$ cat src/rtl/cmp_timer_pkg.sv
package cmp_timer_pkg;

  // Register byte offsets decoded by software drivers
  localparam logic [11:0] OFS_CNT_LO  = 12'h100;
  localparam logic [11:0] OFS_CMP_LO  = 12'h200;
  localparam logic [11:0] OFS_STEP    = 12'h208;
  localparam logic [11:0] OFS_CTRL    = 12'h240;
  localparam logic [11:0] OFS_STAT    = 12'h244;
  localparam logic [11:0] OFS_IEN     = 12'h248;
  localparam int          WORD_BYTES  = 4;

  // Control word bit positions
  localparam int CTRL_RUN_BIT  = 8;
  localparam int CTRL_STEP_BIT = 1;
  localparam int CTRL_CEN_BIT  = 0;

  typedef struct packed {
    logic run;
    logic auto_step;
    logic cmp_en;
  } ctrl_t;

endpackage

$ cat src/rtl/cmp_timer_rst_sync.sv
module cmp_timer_rst_sync #(
  parameter int STAGES = 2
) (
  input  logic clk,
  input  logic arst_n,
  output logic rst_n_o
);

  logic [STAGES-1:0] sync_q;

  always_ff @(posedge clk or negedge arst_n) begin
    if (!arst_n) sync_q <= '0;
    else         sync_q <= {sync_q[STAGES-2:0], 1'b1};
  end

  assign rst_n_o = sync_q[STAGES-1];

endmodule

$ cat src/rtl/cmp_timer_counter.sv
module cmp_timer_counter #(
  parameter int HALF_W = 32,
  parameter int HALVES = 2
) (
  input  logic                     clk,
  input  logic                     rst_n,
  input  logic                     run,
  input  logic [HALVES-1:0]        wr_half,
  input  logic [HALF_W-1:0]        wdata,
  output logic [HALVES*HALF_W-1:0] count
);

  localparam int CNT_W = HALVES * HALF_W;

  logic [CNT_W-1:0] cnt_q;
  logic [CNT_W-1:0] cnt_inc;
  logic [CNT_W-1:0] cnt_d;
  logic             cnt_ce;

  assign cnt_inc = cnt_q + CNT_W'(1);
  assign cnt_ce  = run | (|wr_half);

  for (genvar h = 0; h < HALVES; h++) begin : g_half
    assign cnt_d[h*HALF_W +: HALF_W] =
      wr_half[h] ? wdata :
      (run ? cnt_inc[h*HALF_W +: HALF_W] : cnt_q[h*HALF_W +: HALF_W]);
  end

  always_ff @(posedge clk or negedge rst_n) begin
    if (!rst_n)      cnt_q <= '0;
    else if (cnt_ce) cnt_q <= cnt_d;
  end

  assign count = cnt_q;

  // steady advance while running and not written
  a_r2_advance: assert property (@(posedge clk) disable iff (!rst_n)
    (run && !(|wr_half)) |=> (cnt_q == $past(cnt_q) + CNT_W'(1)));

  // holds while stopped and not written
  a_r2_hold: assert property (@(posedge clk) disable iff (!rst_n)
    (!run && !(|wr_half)) |=> $stable(cnt_q));

  // a written low word takes the bus value
  a_r3_low_write: assert property (@(posedge clk) disable iff (!rst_n)
    wr_half[0] |=> (cnt_q[HALF_W-1:0] == $past(wdata)));

endmodule

$ cat src/rtl/cmp_timer_cmp_chan.sv
module cmp_timer_cmp_chan #(
  parameter int HALF_W = 32,
  parameter int HALVES = 2,
  parameter int STEP_W = 32
) (
  input  logic                     clk,
  input  logic                     rst_n,
  input  logic                     cmp_en,
  input  logic                     auto_step,
  input  logic [HALVES*HALF_W-1:0] count,
  input  logic [STEP_W-1:0]        step,
  input  logic [HALVES-1:0]        wr_half,
  input  logic [HALF_W-1:0]        wdata,
  input  logic                     clr_req,
  output logic [HALVES*HALF_W-1:0] comp,
  output logic                     flag
);

  localparam int CNT_W = HALVES * HALF_W;

  logic [CNT_W-1:0] comp_q;
  logic [CNT_W-1:0] comp_d;
  logic [CNT_W-1:0] comp_sum;
  logic             comp_ce;
  logic             hit;
  logic             rearm;
  logic             flag_q;
  logic             flag_d;

  assign hit      = cmp_en && (count == comp_q);
  assign rearm    = hit && auto_step;
  assign comp_sum = comp_q + CNT_W'(step);
  assign comp_ce  = rearm | (|wr_half);

  for (genvar h = 0; h < HALVES; h++) begin : g_half
    assign comp_d[h*HALF_W +: HALF_W] =
      wr_half[h] ? wdata :
      (rearm ? comp_sum[h*HALF_W +: HALF_W] : comp_q[h*HALF_W +: HALF_W]);
  end

  // set dominates clear
  assign flag_d = hit | (flag_q & ~clr_req);

  always_ff @(posedge clk or negedge rst_n) begin
    if (!rst_n)       comp_q <= '0;
    else if (comp_ce) comp_q <= comp_d;
  end

  always_ff @(posedge clk or negedge rst_n) begin
    if (!rst_n) flag_q <= 1'b0;
    else        flag_q <= flag_d;
  end

  assign comp = comp_q;
  assign flag = flag_q;

  // equality while enabled raises the flag on the next edge
  a_r6_match_sets: assert property (@(posedge clk) disable iff (!rst_n)
    (cmp_en && (count == comp_q)) |=> flag_q);

  // no new flag without enable
  a_r6_no_set_disabled: assert property (@(posedge clk) disable iff (!rst_n)
    (!flag_q && !cmp_en) |=> !flag_q);

  // auto-step adds the step after a match
  a_r7_step_add: assert property (@(posedge clk) disable iff (!rst_n)
    (cmp_en && auto_step && (count == comp_q) && !(|wr_half))
      |=> (comp_q == $past(comp_q) + CNT_W'($past(step))));

  // comparator otherwise untouched
  a_r7_comp_hold: assert property (@(posedge clk) disable iff (!rst_n)
    (!(|wr_half) && !(cmp_en && auto_step && (count == comp_q))) |=> $stable(comp_q));

  // clear without a coinciding match drops the flag
  a_r8_clear: assert property (@(posedge clk) disable iff (!rst_n)
    (clr_req && !(cmp_en && (count == comp_q))) |=> !flag_q);

  // match beats a simultaneous clear
  a_r9_set_wins: assert property (@(posedge clk) disable iff (!rst_n)
    (clr_req && cmp_en && (count == comp_q)) |=> flag_q);

endmodule

$ cat src/rtl/cmp_timer_regs.sv
module cmp_timer_regs
  import cmp_timer_pkg::*;
#(
  parameter int ADDR_W = 12,
  parameter int HALF_W = 32,
  parameter int HALVES = 2,
  parameter int STEP_W = 32
) (
  input  logic                     clk,
  input  logic                     rst_n,
  input  logic                     bus_sel,
  input  logic                     bus_wr,
  input  logic [ADDR_W-1:0]        bus_addr,
  input  logic [HALF_W-1:0]        bus_wdata,
  output logic [HALF_W-1:0]        bus_rdata,
  input  logic [HALVES*HALF_W-1:0] count,
  input  logic [HALVES*HALF_W-1:0] comp,
  input  logic                     flag,
  output ctrl_t                    ctrl,
  output logic [STEP_W-1:0]        step,
  output logic                     ien,
  output logic [HALVES-1:0]        cnt_wr,
  output logic [HALVES-1:0]        cmp_wr,
  output logic                     clr_req
);

  logic  wr_en;
  logic  ctrl_wr, step_wr, stat_wr, ien_wr;
  ctrl_t ctrl_q, ctrl_d;
  logic [STEP_W-1:0] step_q, step_d;
  logic  ien_q, ien_d;

  assign wr_en   = bus_sel & bus_wr;
  assign ctrl_wr = wr_en && (bus_addr == ADDR_W'(OFS_CTRL));
  assign step_wr = wr_en && (bus_addr == ADDR_W'(OFS_STEP));
  assign stat_wr = wr_en && (bus_addr == ADDR_W'(OFS_STAT));
  assign ien_wr  = wr_en && (bus_addr == ADDR_W'(OFS_IEN));
  assign clr_req = stat_wr && bus_wdata[0];

  for (genvar h = 0; h < HALVES; h++) begin : g_wr
    assign cnt_wr[h] = wr_en && (bus_addr == ADDR_W'(OFS_CNT_LO + 12'(WORD_BYTES*h)));
    assign cmp_wr[h] = wr_en && (bus_addr == ADDR_W'(OFS_CMP_LO + 12'(WORD_BYTES*h)));
  end

  // next-state
  always_comb begin
    ctrl_d = ctrl_q;
    step_d = step_q;
    ien_d  = ien_q;
    if (ctrl_wr) begin
      ctrl_d.run       = bus_wdata[CTRL_RUN_BIT];
      ctrl_d.auto_step = bus_wdata[CTRL_STEP_BIT];
      ctrl_d.cmp_en    = bus_wdata[CTRL_CEN_BIT];
    end
    if (step_wr) step_d = STEP_W'(bus_wdata);
    if (ien_wr)  ien_d  = bus_wdata[0];
  end

  always_ff @(posedge clk or negedge rst_n) begin
    if (!rst_n) begin
      ctrl_q <= '0;
      step_q <= '0;
      ien_q  <= 1'b0;
    end else begin
      if (ctrl_wr) ctrl_q <= ctrl_d;
      if (step_wr) step_q <= step_d;
      if (ien_wr)  ien_q  <= ien_d;
    end
  end

  // read mux
  always_comb begin
    bus_rdata = '0;
    for (int h = 0; h < HALVES; h++) begin
      if (bus_addr == ADDR_W'(OFS_CNT_LO + 12'(WORD_BYTES*h))) bus_rdata = count[h*HALF_W +: HALF_W];
      if (bus_addr == ADDR_W'(OFS_CMP_LO + 12'(WORD_BYTES*h))) bus_rdata = comp[h*HALF_W +: HALF_W];
    end
    if (bus_addr == ADDR_W'(OFS_STEP)) bus_rdata = HALF_W'(step_q);
    if (bus_addr == ADDR_W'(OFS_CTRL)) begin
      bus_rdata[CTRL_RUN_BIT]  = ctrl_q.run;
      bus_rdata[CTRL_STEP_BIT] = ctrl_q.auto_step;
      bus_rdata[CTRL_CEN_BIT]  = ctrl_q.cmp_en;
    end
    if (bus_addr == ADDR_W'(OFS_STAT)) bus_rdata[0] = flag;
    if (bus_addr == ADDR_W'(OFS_IEN))  bus_rdata[0] = ien_q;
  end

  assign ctrl = ctrl_q;
  assign step = step_q;
  assign ien  = ien_q;

  // control only changes through its own address
  a_r11_ctrl_stable: assert property (@(posedge clk) disable iff (!rst_n)
    !(wr_en && (bus_addr == ADDR_W'(OFS_CTRL))) |=> $stable(ctrl_q));

  // a read strobe never alters the enable or step
  a_r4_read_quiet: assert property (@(posedge clk) disable iff (!rst_n)
    (bus_sel && !bus_wr) |=> ($stable(step_q) && $stable(ien_q)));

endmodule

$ cat src/rtl/cmp_timer64.sv
module cmp_timer64
  import cmp_timer_pkg::*;
#(
  parameter int ADDR_W = 12,
  parameter int BUS_W  = 32,
  parameter int STEP_W = 32,
  parameter int SYNC_STAGES = 2
) (
  input  logic              clk,
  input  logic              arst_n,
  input  logic              bus_sel,
  input  logic              bus_wr,
  input  logic [ADDR_W-1:0] bus_addr,
  input  logic [BUS_W-1:0]  bus_wdata,
  output logic [BUS_W-1:0]  bus_rdata,
  output logic              irq
);

  localparam int HALVES = 2;
  localparam int CNT_W  = HALVES * BUS_W;

  logic              rst_n;
  ctrl_t             ctrl;
  logic [STEP_W-1:0] step;
  logic              ien;
  logic [HALVES-1:0] cnt_wr;
  logic [HALVES-1:0] cmp_wr;
  logic              clr_req;
  logic [CNT_W-1:0]  count;
  logic [CNT_W-1:0]  comp;
  logic              flag;

  cmp_timer_rst_sync #(.STAGES(SYNC_STAGES)) u_rst (
    .clk     (clk),
    .arst_n  (arst_n),
    .rst_n_o (rst_n)
  );

  cmp_timer_regs #(
    .ADDR_W(ADDR_W), .HALF_W(BUS_W), .HALVES(HALVES), .STEP_W(STEP_W)
  ) u_regs (
    .clk       (clk),
    .rst_n     (rst_n),
    .bus_sel   (bus_sel),
    .bus_wr    (bus_wr),
    .bus_addr  (bus_addr),
    .bus_wdata (bus_wdata),
    .bus_rdata (bus_rdata),
    .count     (count),
    .comp      (comp),
    .flag      (flag),
    .ctrl      (ctrl),
    .step      (step),
    .ien       (ien),
    .cnt_wr    (cnt_wr),
    .cmp_wr    (cmp_wr),
    .clr_req   (clr_req)
  );

  cmp_timer_counter #(.HALF_W(BUS_W), .HALVES(HALVES)) u_cnt (
    .clk     (clk),
    .rst_n   (rst_n),
    .run     (ctrl.run),
    .wr_half (cnt_wr),
    .wdata   (bus_wdata),
    .count   (count)
  );

  cmp_timer_cmp_chan #(.HALF_W(BUS_W), .HALVES(HALVES), .STEP_W(STEP_W)) u_cmp (
    .clk       (clk),
    .rst_n     (rst_n),
    .cmp_en    (ctrl.cmp_en),
    .auto_step (ctrl.auto_step),
    .count     (count),
    .step      (step),
    .wr_half   (cmp_wr),
    .wdata     (bus_wdata),
    .clr_req   (clr_req),
    .comp      (comp),
    .flag      (flag)
  );

  assign irq = flag & ien;

  // interrupt output tracks the flag once enabled
  a_r10_irq_follows: assert property (@(posedge clk) disable iff (!rst_n)
    ien |-> (irq == flag));

endmodule

$ cat config.mk
export PLATFORM = sky130hd
export DESIGN_NAME = cmp_timer64
export DESIGN_NICKNAME = d
export VERILOG_FILES = /design/src/rtl/cmp_timer_pkg.sv /design/src/rtl/cmp_timer_rst_sync.sv /design/src/rtl/cmp_timer_counter.sv /design/src/rtl/cmp_timer_cmp_chan.sv /design/src/rtl/cmp_timer_regs.sv /design/src/rtl/cmp_timer64.sv
export SDC_FILE = /design/constraint.sdc
export NUM_CORES = 1
export LEC_CHECK = 0
export BUFFER_PORTS_ARGS = -buffer_cell sky130_fd_sc_hd__buf_4
export CAP_MARGIN = 10
export CORE_UTILIZATION = 30
export DETAILED_ROUTE_END_ITERATION = 8
export PLACE_DENSITY = 0.45
export SETUP_SLACK_MARGIN = 0.2
export SYNTH_ARGS = -nofsm -noshare
export SYNTH_HDL_FRONTEND = slang
export SYNTH_HIERARCHICAL = 1
export SYNTH_SLANG_ARGS = --single-unit
$ cat constraint.sdc
create_clock -name clk -period 6.24 [get_ports clk]
set_input_delay 1.872 -clock clk [delete_from_list [all_inputs] [get_ports clk]]
set_output_delay 1.872 -clock clk [all_outputs]
set_load 0.02 [all_outputs]
==> results.md, run 1 <==
* Register area share after synthesis at 32.4%
* Fin nets at 1650
* Hold Buf Count CTS at 0
* Std cell rows at 75
* Number of synthesized flops with an enable pin at 0
* Setup bufs post-CTS at 0
* Largest net degree at the start of global routing at 116
* GPL Wtd Cong at 0.950
* I/O Pins at 81
* DRT Wirelength at 59.0 mm
* Antenna violations before repair at 0
* Crit-path max FO at 18
* Slew @ Worst Pin at 0.999 ns
* Tmin final at 5.97 ns
* Setup crit end kind: primary output
* Mapped cell area at 12900 um^2
* Grt total ovfl at 0
* Final cell count without fillers at 2120
* Placed Cells at 2088
* Status: complete, no violations
* Worst VDD drop at 0.173 mV
* FFs w/ async S/R, synth at 100%
* Post-DR wirelength/cell at 27.8 um
* RSZ-0062 raised after global routing: no
* First-pass iteration count of the detailed router at 6
* Delay-heaviest family, CP: simple AND/OR/NAND/NOR gates
* Vias per Instance at 6.01
* PortBufs at 80
* CTS H-tree lvls at 4
* WP data required at 4.37 ns
* Top_reg_cell synth: dfrtp_1
* Total negative slack at 0 ns
* Yosys reg bits at 167
* Vias at 12700
* Max incr delay on CP at 0.75 ns
* CTS clock-pin slew for the worst setup and hold paths at 0.06 ns
* Post-Syn Instances at 1518
* Crit path max-delay cell type: or4_1
* Worst skew pair latency at 0.47 ns
* Final Core Density at 34.8%
* Synthesized area per cell at 8.49 um^2
* Initial Util at 30.6%
* Reg-to-reg endpoint: u_cmp/comp[62]
* Endpoint, Worst Hold: u_rst/sync_q[1]
* Hold depth at 0
* Layout cells sized above 1 at 14.0%
* Core Region at 42100 um^2
* Final cycle utilization of the critical path at 95.6%
* CTS Buf Count at 17
* Cell Chain, Critical Path: buf_4, or4_1, nor4_4, buf_4, a31oi_1, a21oi_1, buf_4
* Max_cap viols at 0
* Resized cells post-CTS at 0
* Layout area overhead at 13.9%
* Worst Setup SP: bus_addr[5]
* DRT iter0 DRCs at 1344
* Die height at 209 um
* CP dominant cell by count: buf_4
* Post-route DRC at 0
* Fmax at 168 MHz
* Bufs on Longest Clock Path at 2
* Yosys warns at 6
* Final setup violation count at 0
* Vias in the first global route at 12000
* First-pass GRT wire length at 86.0 mm
* Worst reg-to-reg setup slack at 1.87 ns
* Antenna Cells at 0
* Leakage at 5.77 nW
* Netlist cell types at 94
* Hold Startpoint: u_rst/sync_q[0]
* HP Class: flip-flop to flip-flop
* Mapped Nets at 1600
* Root Driver: clkbuf_16
* HPWL after DPL at 44.9 mm
* Die Width at 209 um
* Worst slew margin at 32.9%
* Pre-CTS setup slack at 0.337 ns
* Critical path class: primary input to primary output
* Path depth of the worst reg2reg path at 10
* Final Max Tran Viols at 0
* Crit path launch type: primary input
* Reg2Reg Launch Point: u_cmp/comp[5]
* Arr. time, crit path at 4.09 ns
* Final setup margin at 0.274 ns
* CTS tree: yes
* Tot Pwr at 0.00247 W
* Die area at 43800 um^2
* Hold Fails Final Rpt at 0
* Clk sinks at 167
* Gr usage total at 27.2%
* Clock Skew at 0.0140 ns
* CP bufs+invs at 3
* DRT antenna net count at 0
* Pwr/cell area at 169 nW/um^2
## synth_stat cells (5+ instances only)
cell type | number | share of area [%]
a31oi_1 | 38 | 1.8
and3_1 | 29 | 1.4
nand3_1 | 49 | 1.9
o22ai_1 | 16 | 0.78
mux2_2 | 39 | 3.4
clkbuf_1 | 62 | 1.8
a22o_1 | 11 | 0.75
o31ai_1 | 11 | 0.64
inv_1 | 37 | 1.1
o21ai_0 | 114 | 4.4
o21ai_1 | 17 | 0.66
nor3_1 | 33 | 1.3
xnor2_1 | 72 | 4.9
nor2_1 | 86 | 2.5
o211ai_1 | 14 | 0.82
mux2i_1 | 28 | 2.2
xor2_1 | 41 | 2.8
or3_1 | 26 | 1.3
buf_2 | 6 | 0.23
nand4_1 | 59 | 2.9
nand4b_1 | 5 | 0.34
and2_1 | 10 | 0.49
ha_1 | 33 | 3.2
dfrtp_1 | 167 | 32
a21oi_1 | 65 | 2.5
nand3b_1 | 9 | 0.52
nor4_1 | 14 | 0.68
a211oi_1 | 5 | 0.29
a22oi_1 | 34 | 2.0
and4_1 | 14 | 0.95
nor3b_1 | 7 | 0.41
nor2b_1 | 27 | 1.3
o21bai_1 | 5 | 0.29
buf_4 | 5 | 0.29
nand2b_1 | 27 | 1.3
a32oi_1 | 8 | 0.54
a21o_1 | 16 | 0.93
nand2_1 | 157 | 4.6
o2111ai_1 | 6 | 0.41
or4_1 | 15 | 0.87
a2bb2oi_1 | 9 | 0.61
## state kept, by name (all words and copies together) (netlist names)
signal,cells
u_cnt/count,64
u_cmp/flag,1
u_regs/ien,1
u_cmp/comp,64
u_rst/sync_q,2
u_regs/step,32
u_regs/ctrl,3
## how the worst max path moves through the flow
stage,end,slack [ns],cells past startpoint
after global routing,bus_rdata[11],0.25,8
after floorplan,bus_rdata[24],0.73,6
final,bus_rdata[22],0.27,7
after detailed placement,bus_rdata[22],0.34,7
after global placement,bus_rdata[22],0.33,7
after CTS,bus_rdata[22],0.33,7
## stage by stage
step	hold WS (ns)	cell area (um^2)
floorplan	0.331	12900
global placement	0.337	14100
detailed placement	0.343	14100
CTS	0.356	14700
global route	0.358	14700
finish	0.353	14700
## kinds of logic after synthesis
group,count (synthesis),synth area share (%)
and+or+nand+nor,602,25.8
muxes,71,5.93
AOI/OAI and AO/OA,413,20.9
xor gates and xnor gates,113,7.68
DFF,167,32.4
buffers and inverters,117,3.86
other,1,0.0291
adders and majority gates,34,3.36
## layer usage
metal / track usage (%) / routed length, um / vias to the layer above
li1: - / - / 5777
met1: 37.6 / 25900 / 6254
met2: 43.2 / 26800 / 618
met3: 3.73 / 4310 / 85
met4: 9.61 / 1930 / 0
met5: 0 / 0 / -
## power breakdown
group          leakage (nW)  switching, W  internal [W]  total (W)
sequential             1.75     0.0000326       0.00109    0.00112
combinational          3.75      0.000173     0.0000823   0.000255
clock                 0.274      0.000500      0.000592    0.00109
total                  5.77      0.000705       0.00177    0.00247
## cell type report
class                   count  area, um^2
clock buffers              22         484
flip-flops and latches    167        4180
multi-input cells        1234        8240
fillers                  4448       27500
clock inverters            10        96.3
repair buffers            111         846
well taps                 539         674
inverters                  37         139
## placed cells by master (no fill, tap or decap), types with 6 or more instances in the layout
| master | instances |
|---|---|
| a22oi_1 | 34 |
| and3_1 | 29 |
| ha_1 | 33 |
| nor2_1 | 85 |
| or3_1 | 26 |
| mux2_2 | 39 |
| clkbuf_16 | 17 |
| nand2b_1 | 27 |
| a21oi_1 | 65 |
| o2111ai_1 | 6 |
| nor3_1 | 33 |
| nor4_1 | 11 |
| o31ai_1 | 11 |
| nand2_1 | 157 |
| o21ai_0 | 114 |
| and4_1 | 13 |
| mux2i_1 | 28 |
| nand3_1 | 49 |
| nand3b_1 | 9 |
| xnor2_1 | 72 |
| nand4_1 | 59 |
| o211ai_1 | 14 |
| inv_1 | 37 |
| a22o_1 | 11 |
| a2bb2oi_1 | 9 |
| or4_1 | 15 |
| a32oi_1 | 8 |
| xor2_1 | 41 |
| a21o_1 | 16 |
| nor3b_1 | 7 |
| dfrtp_1 | 166 |
| a31oi_1 | 38 |
| o21ai_1 | 17 |
| and2_1 | 10 |
| buf_4 | 110 |
| o22ai_1 | 16 |
| nor2b_1 | 27 |
Power figures use the tool's default switching activity.
==> inputs of run 2 (changes only) <==
--- a/config.mk
+++ b/config.mk
@@ -10,8 +10,8 @@
 export CORE_UTILIZATION = 30
 export DETAILED_ROUTE_END_ITERATION = 8
 export PLACE_DENSITY = 0.45
+export REMOVE_ABC_BUFFERS = 1
 export SETUP_SLACK_MARGIN = 0.2
 export SYNTH_ARGS = -nofsm -noshare
 export SYNTH_HDL_FRONTEND = slang
-export SYNTH_HIERARCHICAL = 1
 export SYNTH_SLANG_ARGS = --single-unit
==> results.md, run 2 <==
* Status: complete, no violations
* Initial Util at 30.6%
* Resized cells post-CTS at 0
* Delay-heaviest family, CP: simple AND/OR/NAND/NOR gates
* DR WL met3 at 2.17 mm
* Yosys top cell by area: dfrtp_1
* Fin nets at 1484
* Setup bufs post-CTS at 0
* Vias per Instance at 5.39
* FFs w/ async S/R, synth at 100%
* CP dominant cell by count: buf_4
* Antenna violations before repair at 0
* Area after DPL at 12700 um^2
* Most common cell after layout, fill and taps aside: dfrtp_1
* Gr usage total at 22.9%
* Main combinational cell family by area after synthesis: simple AND/OR/NAND/NOR gates
* Worst VDD drop at 0.198 mV
* Post-synthesis compound-gate area fraction at 18.3%
* I/O Pins at 81
* Reg-to-reg endpoint: u_cmp.comp[49]
* Mapped cell area at 11500 um^2
* Critical path class: primary input to primary output
* Hold Buf Count CTS at 0
* Finished Cell Area at 13300 um^2
* Worst slew margin at 28.4%
* Register area share after synthesis at 36.2%
* RSZ-0062 raised after global routing: no
* CTS clock-pin slew for the worst setup and hold paths at 0.06 ns
* Layout area overhead at 15.2%
* Synthesized-area fraction occupied by and/or/nand/nor cells at 20.7%
* Die height at 198 um
* Top_reg_cell synth: dfrtp_1
* PortBufs at 80
* Vias at 10400
* Tot Pwr at 0.00261 W
* M1 wire length at 20.4 mm
* Root Driver: clkbuf_16
* First-pass iteration count of the detailed router at 7
* Xor/xnor share of the synthesized area at 12.4%
* DRT Wirelength at 43.1 mm
* Layout cells sized above 1 at 13.1%
* First-pass GRT wire length at 65.7 mm
* DRT iter0 DRCs at 941
* HP Class: flip-flop to asynchronous set/reset pin
* Crit path launch type: primary input
* Crit-path max FO at 33
* Setup crit end kind: primary output
* Bufs on Longest Clock Path at 2
* Crit path max-delay cell type: or4_1
* Post-Syn Instances at 1370
* Grt total ovfl at 0
* Tmin final at 5.85 ns
* CTS Buf Count at 17
* Std cell rows at 71
* CTS H-tree lvls at 4
* Max_cap viols at 0
* Path depth of the worst reg2reg path at 11
* Metal2 WL at 19.7 mm
* Die Width at 198 um
* DRT antenna net count at 0
* Hold Fails Final Rpt at 0
* CP bufs+invs at 3
* Final Core Density at 35.3%
* Largest net degree at the start of global routing at 65
* Synth top area share at 36.2%
* Worst skew pair latency at 0.46 ns
* Fmax at 171 MHz
* Number of synthesized flops with an enable pin at 0
* HPWL after DPL at 31.8 mm
* Core Region at 37800 um^2
* Clk sinks at 167
* Post-route DRC at 0
* Final-layout fill cell count at 3966
* Worst reg-to-reg setup slack at 1.56 ns
* Worst Setup SP: bus_addr[5]
* Top cells by count, synth: dfrtp_1, nor2_1, nand2_1
* Netlist cell types at 65
* Final Max Tran Viols at 0
* Yosys reg bits at 167
* Vias in the first global route at 10200
* Total negative slack at 0 ns
* Synthesized area per cell at 8.43 um^2
* Yosys warns at 0
* WP data required at 4.37 ns
* Clock Skew at 0.0117 ns
* Top routing layer in use: met4
* Post-DR wirelength/cell at 22.4 um
* Die area at 39300 um^2
* Final cycle utilization of the critical path at 93.8%
* Pwr/cell area at 196 nW/um^2
* Post-Synth Adder-Cell Area at 3.75%
* GPL Wtd Cong at 0.887
* Slew @ Worst Pin at 1.07 ns
* Mux share of post-synthesis cell area at 4.99%
* Antenna Cells at 0
* Arr. time, crit path at 3.98 ns
* Most frequent cells in the layout: dfrtp_1, nor2_1, nand2_1
* Leakage at 5.49 nW
* Final setup violation count at 0
* Most frequent cell after synthesis: dfrtp_1
* Synth area leaders: dfrtp_1, xnor2_1, nor2_1
* Max incr delay on CP at 0.53 ns
* Cell Chain, Critical Path: buf_4, or4_1, nor3_1, and3b_1, and2_1, buf_12, a22oi_1, a31oi_1, buf_4
* Reg2Reg Launch Point: u_cmp.comp[9]
* CTS tree: yes
-- run 2: worst max-delay path by stage --
stage	cells past startpoint	end	slack (ns)
floorplan	6	bus_rdata[10]	-0.09
global placement	10	bus_rdata[10]	0.37
detailed placement	9	bus_rdata[10]	0.35
CTS	9	bus_rdata[10]	0.34
global route	9	bus_rdata[10]	0.21
finish	9	bus_rdata[6]	0.39
-- run 2: final cells by class --
type                            count  area [um^2]  area share (%)
Inverter                           23         86.3           0.649
Sequential cell                   167         4180            31.4
Tap cell                          511          639            4.80
Timing Repair Buffer               97          778            5.85
Clock inverter                     10          141            1.06
Clock buffer                       22          494            3.71
Multi-Input combinational cell   1096         6990            52.5
-- run 2: cell families (layout without fill, tap and decap cells) --
| kind of cell | Yosys count | count (layout) |
|---|---|---|
| and+or+nand+nor | 510 | 510 |
| DFF | 167 | 167 |
| AOI/OAI and AO/OA | 334 | 334 |
| adders and majority gates | 34 | 34 |
| xor gates and xnor gates | 164 | 164 |
| other | 1 | 1 |
| muxes | 53 | 53 |
| buffers and inverters | 107 | 152 |
-- run 2: metal layers --
metal / global-route usage (%) / vias to the layer above
met3: 4.24 / 48
li1: - / 4965
met5: 0 / -
met4: 6.86 / 0
met1: 31.5 / 5143
met2: 36.1 / 231
-- run 2: where the power goes --
part	switching [W]	internal [W]	total (W)	leakage, nW
logic	0.000164	0.000104	0.000268	3.48
registers	0.0000515	0.00111	0.00116	1.70
clock network	0.000495	0.000685	0.00118	0.309
total	0.000711	0.00190	0.00261	5.49
-- run 2: through the flow --
| stage | instances | hold slack (ns) | worst slack, ns |
|---|---|---|---|
| floorplan | 1286 | 0.331 | -0.0915 |
| global placement | 1894 | 0.264 | 0.372 |
| detailed placement | 1894 | 0.256 | 0.354 |
| CTS | 1926 | 0.264 | 0.340 |
| global route | 1926 | 0.285 | 0.209 |
| finish | 1926 | 0.246 | 0.389 |
==> inputs of run 3 (changes only) <==
--- a/config.mk
+++ b/config.mk
@@ -7,9 +7,11 @@
 export LEC_CHECK = 0
 export BUFFER_PORTS_ARGS = -buffer_cell sky130_fd_sc_hd__buf_4
 export CAP_MARGIN = 10
+export CELL_PAD_IN_SITES_DETAIL_PLACEMENT = 0
+export CELL_PAD_IN_SITES_GLOBAL_PLACEMENT = 2
 export CORE_UTILIZATION = 30
 export DETAILED_ROUTE_END_ITERATION = 8
-export PLACE_DENSITY = 0.45
+export PLACE_DENSITY = 0.67
 export REMOVE_ABC_BUFFERS = 1
 export SETUP_SLACK_MARGIN = 0.2
 export SYNTH_ARGS = -nofsm -noshare
==> results.md, run 3 (synthesis gave the netlist of run 2 again) <==
* Root Driver: clkbuf_16
* I/O Pins at 81
* CP bufs+invs at 4
* Std cell rows at 71
* Status: complete, no violations
* Max incr delay on CP at 0.54 ns
* Fmax at 171 MHz
* Clock Skew at 0.0144 ns
* Critical path class: primary input to primary output
* CTS Buf Count at 17
* CTS clock-pin slew for the worst setup and hold paths at 0.07 ns
* Max_cap viols at 0
* Final setup violation count at 0
* Cell Chain, Critical Path: buf_4, or4_1, nor3_1, buf_4, nand2_1, nor2_4, buf_4, a22oi_1, a31oi_1, buf_4
* Combinational share of power at 10.5%
* Vias in the first global route at 9987
* Layout area overhead at 14.8%
* Levels on crit path at 10
* Die area at 39300 um^2
* First-pass GRT wire length at 67.1 mm
* Delay-heaviest family, CP: simple AND/OR/NAND/NOR gates
* Crit path launch type: primary input
* DRT iter0 DRCs at 972
* DRT antenna net count at 0
* Reg-to-reg endpoint: u_cmp.comp[49]
* Net load switching power at 0.000732 W
* Initial Util at 30.6%
* Fin nets at 1485
* CTS tree: yes
* Resized cells post-CTS at 0
* Hold Buf Count CTS at 0
* RSZ-0062 raised after global routing: no
* Path depth of the worst reg2reg path at 11
* PortBufs at 80
* GPL Wtd Cong at 0.888
* DRT Wirelength at 44.5 mm
* Gr usage total at 23.5%
* Switching share of power at 28.8%
* Layout cells sized above 1 at 13.2%
* Worst skew pair latency at 0.45 ns
* Cell-internal power at 0.00181 W
* Core Region at 37800 um^2
* Worst Setup EP: bus_rdata[3]
* Worst reg-to-reg setup slack at 1.25 ns
* Final Core Density at 35.1%
* WHS at 0.352 ns
* Worst slew margin at 25.8%
* Pwr/cell area at 192 nW/um^2
* Worst Setup SP: bus_addr[5]
* Post-DR wirelength/cell at 23.1 um
* Slew @ Worst Pin at 1.11 ns
* HPWL after DPL at 33.2 mm
* Final Max Tran Viols at 0
* CTS H-tree lvls at 4
* Clk sinks at 167
* Most frequent cells in the layout: dfrtp_1, nor2_1, nand2_1
* Leakage at 5.46 nW
* Final-layout fill cell count at 3978
* Worst VDD drop at 0.174 mV
* Setup crit end kind: primary output
* Vias per Instance at 5.39
* Die height at 198 um
* Setup bufs post-CTS at 0
* Vias at 10400
* Die Width at 198 um
* Grt total ovfl at 0
* Placed Cells at 1895
* First-pass iteration count of the detailed router at 7
* Crit path max-delay cell type: or4_1
* Antenna Cells at 0
* Tmin final at 5.85 ns
* Flop pwr share at 45.8%
* Bufs on Longest Clock Path at 2
* Reg2Reg Launch Point: u_cmp.comp[9]
* Post-route DRC at 0
* WP data required at 4.37 ns
* Tot Pwr at 0.00255 W
* Total negative slack at 0 ns
* Hold Fails Final Rpt at 0
* Final cycle utilization of the critical path at 93.7%
* HP Class: flip-flop to flip-flop
* Crit-path max FO at 17
* Largest net degree at the start of global routing at 74
* Clock share of power at 43.7%
* Final cell count without fillers at 1927
* CP dominant cell by count: buf_4
* Antenna violations before repair at 0
* Most common cell after layout, fill and taps aside: dfrtp_1
* Arr. time, crit path at 3.98 ns
==> run 3: cell count changes in the layout (fill, tap and decap cells not counted), sizes merged <==
cell / before / now
clkinvlp: 2 / 4
buf: 97 / 98
inv: 24 / 26
bufinv: 3 / 2
clkbuf: 22 / 18
clkinv: 4 / 5
==> run 3: power groups by stage <==
stage	logic (W)	clock network [W]	registers, W
CTS	0.000268	0.00114	0.00117
global placement	0.000267	0	0.00119
global route	0.000291	0.00118	0.00117
detailed placement	0.000267	0	0.00119
finish	0.000266	0.00111	0.00117
floorplan	0.000148	0	0.00117
==> run 3: routing by layer <==
| metal | vias to the layer above | share of wire [%] | track usage [%] |
|---|---|---|---|
| met3 | 26 | 3.8 | 3.07 |
| met2 | 237 | 47 | 37.6 |
| met5 | - | 0 | 0 |
| li1 | 4977 | - | - |
| met1 | 5147 | 48 | 33.5 |
| met4 | 0 | 1.2 | 4.85 |
==> run 3: how the worst min path moves through the flow <==
stage	slack [ns]	endpoint	start	depth (start not counted)
3_3_place_gp	0.34	u_rst.sync_q[1]	u_rst.sync_q[0]	0
2_1_floorplan	0.33	u_rst.sync_q[1]	u_rst.sync_q[0]	0
4_1_cts	0.36	u_rst.sync_q[1]	u_rst.sync_q[0]	0
3_5_place_dp	0.34	u_rst.sync_q[1]	u_rst.sync_q[0]	0
6_report	0.35	u_rst.sync_q[1]	u_rst.sync_q[0]	0
5_1_grt	0.36	u_rst.sync_q[1]	u_rst.sync_q[0]	0
==> run 3: per-stage QoR <==
| stage | cell area (um^2) | setup slack [ns] |
|---|---|---|
| 2_1_floorplan | 11200 | -0.0915 |
| 3_3_place_gp | 12700 | 0.331 |
| 3_5_place_dp | 12700 | 0.393 |
| 4_1_cts | 13300 | 0.360 |
| 5_1_grt | 13300 | 0.214 |
| 6_report | 13300 | 0.391 |
==> run 3: layout make-up <==
class	instances	area, um^2	share of cell area [%]
clock inverters	14	149	1.12
multi-input cells	1096	6990	52.7
flip-flops and latches	167	4180	31.5
well taps	511	639	4.82
clock buffers	18	439	3.31
inverters	23	86.3	0.651
repair buffers	98	773	5.83
